`config.mk`:
```
export PLATFORM = sky130hd
export DESIGN_NAME = eau_top
export DESIGN_NICKNAME = d
export VERILOG_FILES = /design/src/rtl/eau_pkg.sv /design/src/rtl/eau_exr_reg.sv /design/src/rtl/eau_addr_calc.sv /design/src/rtl/eau_top.sv
export SDC_FILE = /design/constraint.sdc
export NUM_CORES = 1
export LEC_CHECK = 0
export ABC_AREA = 1
export ABC_CLOCK_PERIOD_IN_PS = 2500
export BUFFER_PORTS_ARGS = -buffer_cell sky130_fd_sc_hd__buf_2
export CAP_MARGIN = 20
export CORE_ASPECT_RATIO = 1.75
export CORE_MARGIN = 2
export CORE_UTILIZATION = 52
export DETAILED_ROUTE_END_ITERATION = 10
export HOLD_SLACK_MARGIN = 0.06
export PLACE_DENSITY = 0.79
export SETUP_SLACK_MARGIN = 0.05
export SLEW_MARGIN = 20
export SYNTH_ARGS = -nofsm -noshare
export SYNTH_HDL_FRONTEND = slang
export SYNTH_SLANG_ARGS = --single-unit
```
`constraint.sdc`:
```
create_clock -name clk -period 2.5 [get_ports clk]
set_input_delay 0.125 -clock clk [delete_from_list [all_inputs] [get_ports clk]]
set_output_delay 0.125 -clock clk [all_outputs]
set_load 0.005 [all_outputs]
```
`src/rtl/eau_pkg.sv`:
```
package eau_pkg;
    typedef enum logic {
        ST_IDLE = 1'b0,
        ST_EMIT = 1'b1
    } eau_state_e;
endpackage

```
`src/rtl/eau_exr_reg.sv`:
```
module eau_exr_reg #(
    parameter int PAGE_W = 5
) (
    input  logic              clk,
    input  logic              rst_n,
    input  logic              wr_en,
    input  logic [PAGE_W-1:0] wr_data,
    output logic [PAGE_W-1:0] page_q
);
    always_ff @(posedge clk) begin
        if (!rst_n) begin
            page_q <= '0;
        end else if (wr_en) begin
            page_q <= wr_data;
        end
    end
endmodule

```
`src/rtl/eau_addr_calc.sv`:
```
module eau_addr_calc #(
    parameter int FIELD_W = 11,
    parameter int PAGE_W  = 5,
    parameter int DATA_W  = 16,
    localparam int WAW    = FIELD_W + PAGE_W - 1,
    localparam int BAW    = FIELD_W + PAGE_W
) (
    input  logic [FIELD_W-1:0] field,
    input  logic               rel,
    input  logic               idx,
    input  logic               byte_mode,
    input  logic [WAW-1:0]     pc,
    input  logic [PAGE_W-1:0]  page,
    input  logic [DATA_W-1:0]  ixr,
    output logic [DATA_W-1:0]  ea_next
);
    logic [WAW-1:0] word_base;
    logic [WAW-1:0] word_sum;
    logic [BAW-1:0] byte_base;
    logic [BAW-1:0] byte_sum;
    logic [WAW-1:0] word_off;
    logic [BAW-1:0] byte_off;

    always_comb begin
        word_off = idx ? ixr[WAW-1:0] : '0;
        byte_off = idx ? BAW'(ixr) : '0;

        if (rel) begin
            word_base = pc + WAW'(field);
            byte_base = {pc, 1'b0} + BAW'(field);
        end else begin
            word_base = {page[PAGE_W-2:0], field};
            byte_base = {page, field};
        end

        word_sum = word_base + word_off;
        byte_sum = byte_base + byte_off;

        if (byte_mode) begin
            ea_next = DATA_W'(byte_sum);
        end else begin
            ea_next = DATA_W'(word_sum);
        end
    end
endmodule

```
`src/rtl/eau_top.sv`:
```
module eau_top #(
    parameter int FIELD_W = 11,
    parameter int PAGE_W  = 5,
    parameter int DATA_W  = 16,
    parameter int REL_BIT = 11,
    parameter int IDX_BIT = 12,
    localparam int PC_W   = FIELD_W + PAGE_W - 1
) (
    input  logic              clk,
    input  logic              rst_n,
    input  logic              instr_valid,
    input  logic [DATA_W-1:0] instr,
    input  logic [PC_W-1:0]   pc,
    input  logic [DATA_W-1:0] ixr,
    input  logic              byte_mode,
    input  logic              exr_wr_en,
    input  logic [PAGE_W-1:0] exr_wr_data,
    output logic              ea_valid,
    output logic [DATA_W-1:0] ea
);
    import eau_pkg::*;

    eau_state_e        state_q, state_d;
    logic [PAGE_W-1:0] page_q;
    logic [DATA_W-1:0] ea_next;
    logic [DATA_W-1:0] ea_q;
    logic              opcode_unused;

    assign opcode_unused = ^instr;

    eau_exr_reg #(.PAGE_W(PAGE_W)) exr_i (
        .clk     (clk),
        .rst_n   (rst_n),
        .wr_en   (exr_wr_en),
        .wr_data (exr_wr_data),
        .page_q  (page_q)
    );

    eau_addr_calc #(
        .FIELD_W (FIELD_W),
        .PAGE_W  (PAGE_W),
        .DATA_W  (DATA_W)
    ) calc_i (
        .field     (instr[FIELD_W-1:0]),
        .rel       (instr[REL_BIT]),
        .idx       (instr[IDX_BIT]),
        .byte_mode (byte_mode),
        .pc        (pc),
        .page      (page_q),
        .ixr       (ixr),
        .ea_next   (ea_next)
    );

    // next-state logic: GO / AGAIN on a strobe, DONE without one
    always_comb begin
        state_d = state_q;
        unique case (state_q)
            ST_IDLE: state_d = instr_valid ? ST_EMIT : ST_IDLE;
            ST_EMIT: state_d = instr_valid ? ST_EMIT : ST_IDLE;
        endcase
    end

    // state and address registers
    always_ff @(posedge clk) begin
        if (!rst_n) begin
            state_q <= ST_IDLE;
            ea_q    <= '0;
        end else begin
            state_q <= state_d;
            if (instr_valid) begin
                ea_q <= ea_next;
            end
        end
    end

    // outputs
    always_comb begin
        ea = ea_q;
        unique case (state_q)
            ST_IDLE: ea_valid = 1'b0;
            ST_EMIT: ea_valid = 1'b1;
        endcase
    end
endmodule

```
## After elaboration in Yosys (flattened, before gate mapping)

Index checks and enable logic that the tools add are counted.

- Output and inout bits: 17
- Register bits after elaboration: 22
- Logic and storage cells: 15
- Bits of input ports: 57

- Bitwise logic cells: 1
- Add/subtract/negate cells: 4
- Multiplexer cells: 7

Operator list:

| operator | number |
|---|---|
| two-way mux 16 bit | 3 |
| two-way mux 15 bit | 2 |
| adder 16 x 11 -> 16 bit | 1 |
| adder 16 bit | 1 |
| adder 15 x 11 -> 15 bit | 1 |
| adder 15 bit | 1 |
| case mux 1 bit (2 select lines) | 1 |
| two-way mux 1 bit | 1 |
| NOT 1 bit | 1 |

## Longest topological paths before layout

- Depth after elaboration: 4
- Depth in mapped cells: 25

## Modules after synthesis

Synthesis repeated with hierarchy kept, for this count alone.

- Cells, all modules: 694
- Area total of the unflattened synthesis: 4,061.4 µm²

Modules (own cells, without submodules):

| module | times used | area each (µm²) | cells an instance | seq. area each (µm²) |
|---|---|---|---|---|
| eau_addr_calc | 1 | 3,134.3 | 558 | 0.0 |
| eau_top | 1 | 721.9 | 105 | 340.3 |
| eau_exr_reg | 1 | 205.2 | 31 | 100.1 |

## Worst setup path before layout

OpenSTA, ideal clock, no wires.

- Path type: in2reg
- From: in instr[0]
- To: reg ea_q[11] (netlist: ea[11])
- Required time: 2.391 ns
- Setup time: 0.109 ns
- Slack: -0.157 ns
- Stages on the path: 20
- Arrival time: 2.548 ns
- Buffers on the path: 0
- Cell sequence: ha_1 inv_1 fa_1 inv_1 nand2_1 nand3_1 inv_1 or2_2 a31o_2 inv_1 ha_1 a21oi_1 o21ai_0 a21o_1 nand2_1 nand3b_1 nand3_1 nand3_1 nand2_1 inv_1

- Word-level cells in the longest chain between the ends: 4
- Elaborated cells on any way between the ends: 7
- Classes of those cells: 4 x add/sub; 3 x mux

Ends and longest elaborated chain:

| item | RTL line | RTL |
|---|---|---|
| start, declared | eau_top.sv:12 | `input logic [DATA_W-1:0] instr,` |
| adder 16 x 11 -> 16 bit or adder 15 x 11 -> 15 bit (tied branches) | eau_addr_calc.sv:30, eau_addr_calc.sv:29 |  |
| two-way mux 16 bit or two-way mux 15 bit (tied branches) | eau_addr_calc.sv:28 | `if (rel) begin` |
| adder 16 bit or adder 15 bit (tied branches) | eau_addr_calc.sv:37, eau_addr_calc.sv:36 |  |
| two-way mux 16 bit (*) | eau_addr_calc.sv:39 | `if (byte_mode) begin` |
| end signal, assigned | eau_top.sv:71 | `ea_q <= ea_next;` |
| end, declared | eau_top.sv:26 | `logic [DATA_W-1:0] ea_q;` |

Every way passes the cells marked *; elsewhere a longest branch is shown, timed or not.
A chain may end at the register's enable or synchronous reset.

## Worst setup path in the final report

- From: in instr[3]
- To: reg ea_q[15] (netlist: ea[15])

- Word-level cells in the longest chain between the ends: 4

Ends and longest elaborated chain:

| item | RTL line | RTL |
|---|---|---|
| adder 16 x 11 -> 16 bit | eau_addr_calc.sv:30 | `byte_base = {pc, 1'b0} + BAW'(field);` |
| two-way mux 16 bit (*) | eau_addr_calc.sv:28 |  |
| adder 16 bit (*) | eau_addr_calc.sv:37 | `byte_sum = byte_base + byte_off;` |
| two-way mux 16 bit (*) | eau_addr_calc.sv:39 |  |

Marked as above.

==> results by group <==
Status
  • Status: finished, violations left
  • Failing checks: negative setup slack

Yosys
  • Synth warn: 0
  • Net Count, Synth: 772
  • Unique cell type count in the Yosys netlist: 43
  • Asr flop ratio synth: 0
  • Seq/Total Area, Yosys: 0.113
  • Mean area per synthesized cell: 5.94 sq um
  • Largest cells by area after synthesis: ha_1 (17%), nand2_1 (15%), dfxtp_1 (11%)
  • Post-synth top area share: 0.173
  • Register bit total from synthesis: 22
  • Top FF cell, synth: dfxtp_1
  • Gate Count Post-Synth: 657
  • Number of flops mapped to enable cells by yosys: 0
  • Top cell type by total area after synthesis: ha_1
  • Synthesized area: 3900 sq um

Floorplan
  • Die height: 119 um
  • Rows: 41
  • Core outline area: 7230 sq um
  • Top Ports: 74
  • Die area: 8240 sq um
  • Die width: 69.5 um
  • Initial Util: 0.539

Power and ir drop
  • Switching power: 1180 uW
  • Clock power frac: 0.122
  • Peak supply drop: 0.616 mV
  • Leakage power total: 0.00327 uW
  • PwrDens: 419 nW/um^2
  • Register share of total power: 0.152
  • Sw frac: 0.446
  • Comb pwr share: 0.726
  • Power Internal: 1470 uW

Placed design
  • Port Buffer Count: 70
  • Hpwl dp: 10.4 mm
  • Cells after DPL: 899
  • DP Worst Slack: -0.548 ns
  • Gp weighted congestion: 0.896

Global routing
  • Vias in the first global route: 5317
  • Initial antenna violation count: 0
  • Congestion Overflow GR: 0
  • Largest net degree at the start of global routing: 33
  • GRT Total Usage: 0.329
  • First-pass GRT wire length: 22.6 mm

Clocking
  • CTS tree: built
  • H-tree depth: 1
  • Clk_lat worst skew: 0.26 ns
  • Clock sink total: 22
  • Clock transition at the registers of the reported paths: 0.05 ns
  • CTS root buf: clkbuf_16
  • Hold Buf Count CTS: 0
  • CTS max path bufs: 2
  • Total CTS buffers: 3

Final layout
  • N_diodes: 0
  • Layout cells sized above 1: 0.434
  • Sequential cell area: 440 sq um
  • # fillers: 356
  • Most common cell after layout, fill and taps aside: nand2_1
  • Footprint of the multi-input gates: 3940 sq um
  • Layout Nets: 955
  • Final std cells w/o fill: 924
  • Synth-to-Final Area Change: 62.2%
  • Final core utilization: 0.875
  • Most frequent cells in the layout: nand2_1 (128), buf_4 (110), inv_1 (81)

Route
  • DR vias: 5845
  • Post-route ant nets: 0
  • Vias/cell: 6.33
  • Final WL: 18.7 mm
  • WL/cell: 20.2 um
  • Iteration count of the initial detailed-routing pass: 6
  • Starting DRT DRC Count: 829
  • Remaining DRCs: 0

Timing
  • Clock skew: 0.000575 ns
  • Post-route minimum period: 2.93 ns
  • Unrepaired setup endpoints after global routing: true
  • Rel. slew slack: 0.662
  • Hold_ws: 0.0978 ns
  • F_max: 0.341 GHz
  • Worst slew pin tran: 0.506 ns
  • Slew Limit Fails: 0
  • Fin. Hold Viols: 0
  • Final setup viols: 12
  • Period utilization: 1.17
  • Worst setup margin: -0.435 ns

Worst setup path
  • Setup Crit Path Kind: in2reg
  • Crit end category: flop
  • Reg2Reg Setup Slack: 0.48 ns
  • Worst Path Required: 2.69 ns
  • CP Launch Type: input pin
  • CP max FO: 4
  • Worst Path Arrival: 3.13 ns

Min path
  • Hold Crit Class: in2reg

Job
  • Max-cap violations: 0
power by group through the flow:
| stage | Combinational [uW] | Clock [uW] | Sequential (uW) |
|---|---|---|---|
| finish | 1920 | 324 | 403 |
| global route | 2030 | 344 | 405 |
| CTS | 1540 | 331 | 402 |
| detailed placement | 1370 | 0 | 408 |
| global placement | 1340 | 0 | 407 |
| floorplan | 827 | 0 | 409 |
path summary, 6_finish.rpt:
| check | start | endpoint | cells past startpoint |
|---|---|---|---|
| max | instr[3] | ea[15]$_SDFFE_PN0P_ | 18 |
| min | exr_wr_data[2] | exr_i.page_q[2]$_SDFFE_PN0P_ | 3 |
| max reg2reg | exr_i.page_q[0]$_SDFFE_PN0P_ | ea[12]$_SDFFE_PN0P_ | 13 |
| min reg2reg | ea[4]$_SDFFE_PN0P_ | ea[4]$_SDFFE_PN0P_ | 2 |
registers in the layout (all words and copies together) (netlist names):
signal and count:
ea 16, exr_i.page_q 5, state_q 1
cell families after synthesis:
kind of cell	Yosys count	synth area share
buffers and inverters	111	0.108
AOI/OAI and AO/OA	152	0.224
adders and majority gates	58	0.194
muxes	1	0.00257
xor gates and xnor gates	18	0.0404
DFF	22	0.113
and+or+nand+nor	295	0.318
cells in the mapped netlist (5+ instances only):
| library cell | number |
|---|---|
| a21oi_1 | 65 |
| clkbuf_1 | 13 |
| dfxtp_1 | 22 |
| ha_1 | 54 |
| inv_1 | 92 |
| nand2_1 | 159 |
| nand3_1 | 53 |
| nor2_1 | 64 |
| o211ai_1 | 7 |
| o21ai_0 | 37 |
| o21ai_1 | 11 |
| or2_2 | 5 |
| xnor2_1 | 11 |
| xor2_1 | 7 |
layer usage:
layer | track usage | vias to the layer above | routed length, um
met5 | 0 | - | 0
met4 | 0.218 | 0 | 2250
met3 | 0.0315 | 201 | 1610
met2 | 0.618 | 494 | 8900
met1 | 0.334 | 2606 | 5930
li1 | - | 2544 | -
worst max-delay path: stages:
cell	delay, ns
buf_8	0.11
ha_4	0.25
a21oi_2	0.18
nand2_2	0.12
a31o_2	0.26
xnor2_1	0.38
a21oi_1	0.19
ha_1	0.42
nand2_2	0.11
o21ai_2	0.16
nand2_1	0.10
nand3_2	0.10
nand2_2	0.06
o21bai_1	0.17
inv_1	0.07
nand2_1	0.06
nand3b_1	0.10
a21oi_2	0.15
layout make-up:
class                   count  share of cell area
clock buffers               3              0.0119
multi-input cells         524               0.622
well taps                  86              0.0170
inverters                  96              0.0578
flip-flops and latches     22              0.0696
repair buffers            193               0.222
metrics by stage:
step / total power (uW) / area [sq um] / TNS [ns]
global placement: 1750 / 5320 / -3.40
finish: 2650 / 6330 / -4.20
global route: 2780 / 6330 / -5.57
CTS: 2270 / 5820 / -0.169
detailed placement: 1780 / 5320 / -4.05
floorplan: 1240 / 4150 / 0
what timing repair did:
item	CTS	global route
setup buffers	6	16
endpoints found under the setup margin	10	11
resized for setup	87	89
pin swaps	71	71
(Power assumes the default switching activity.)
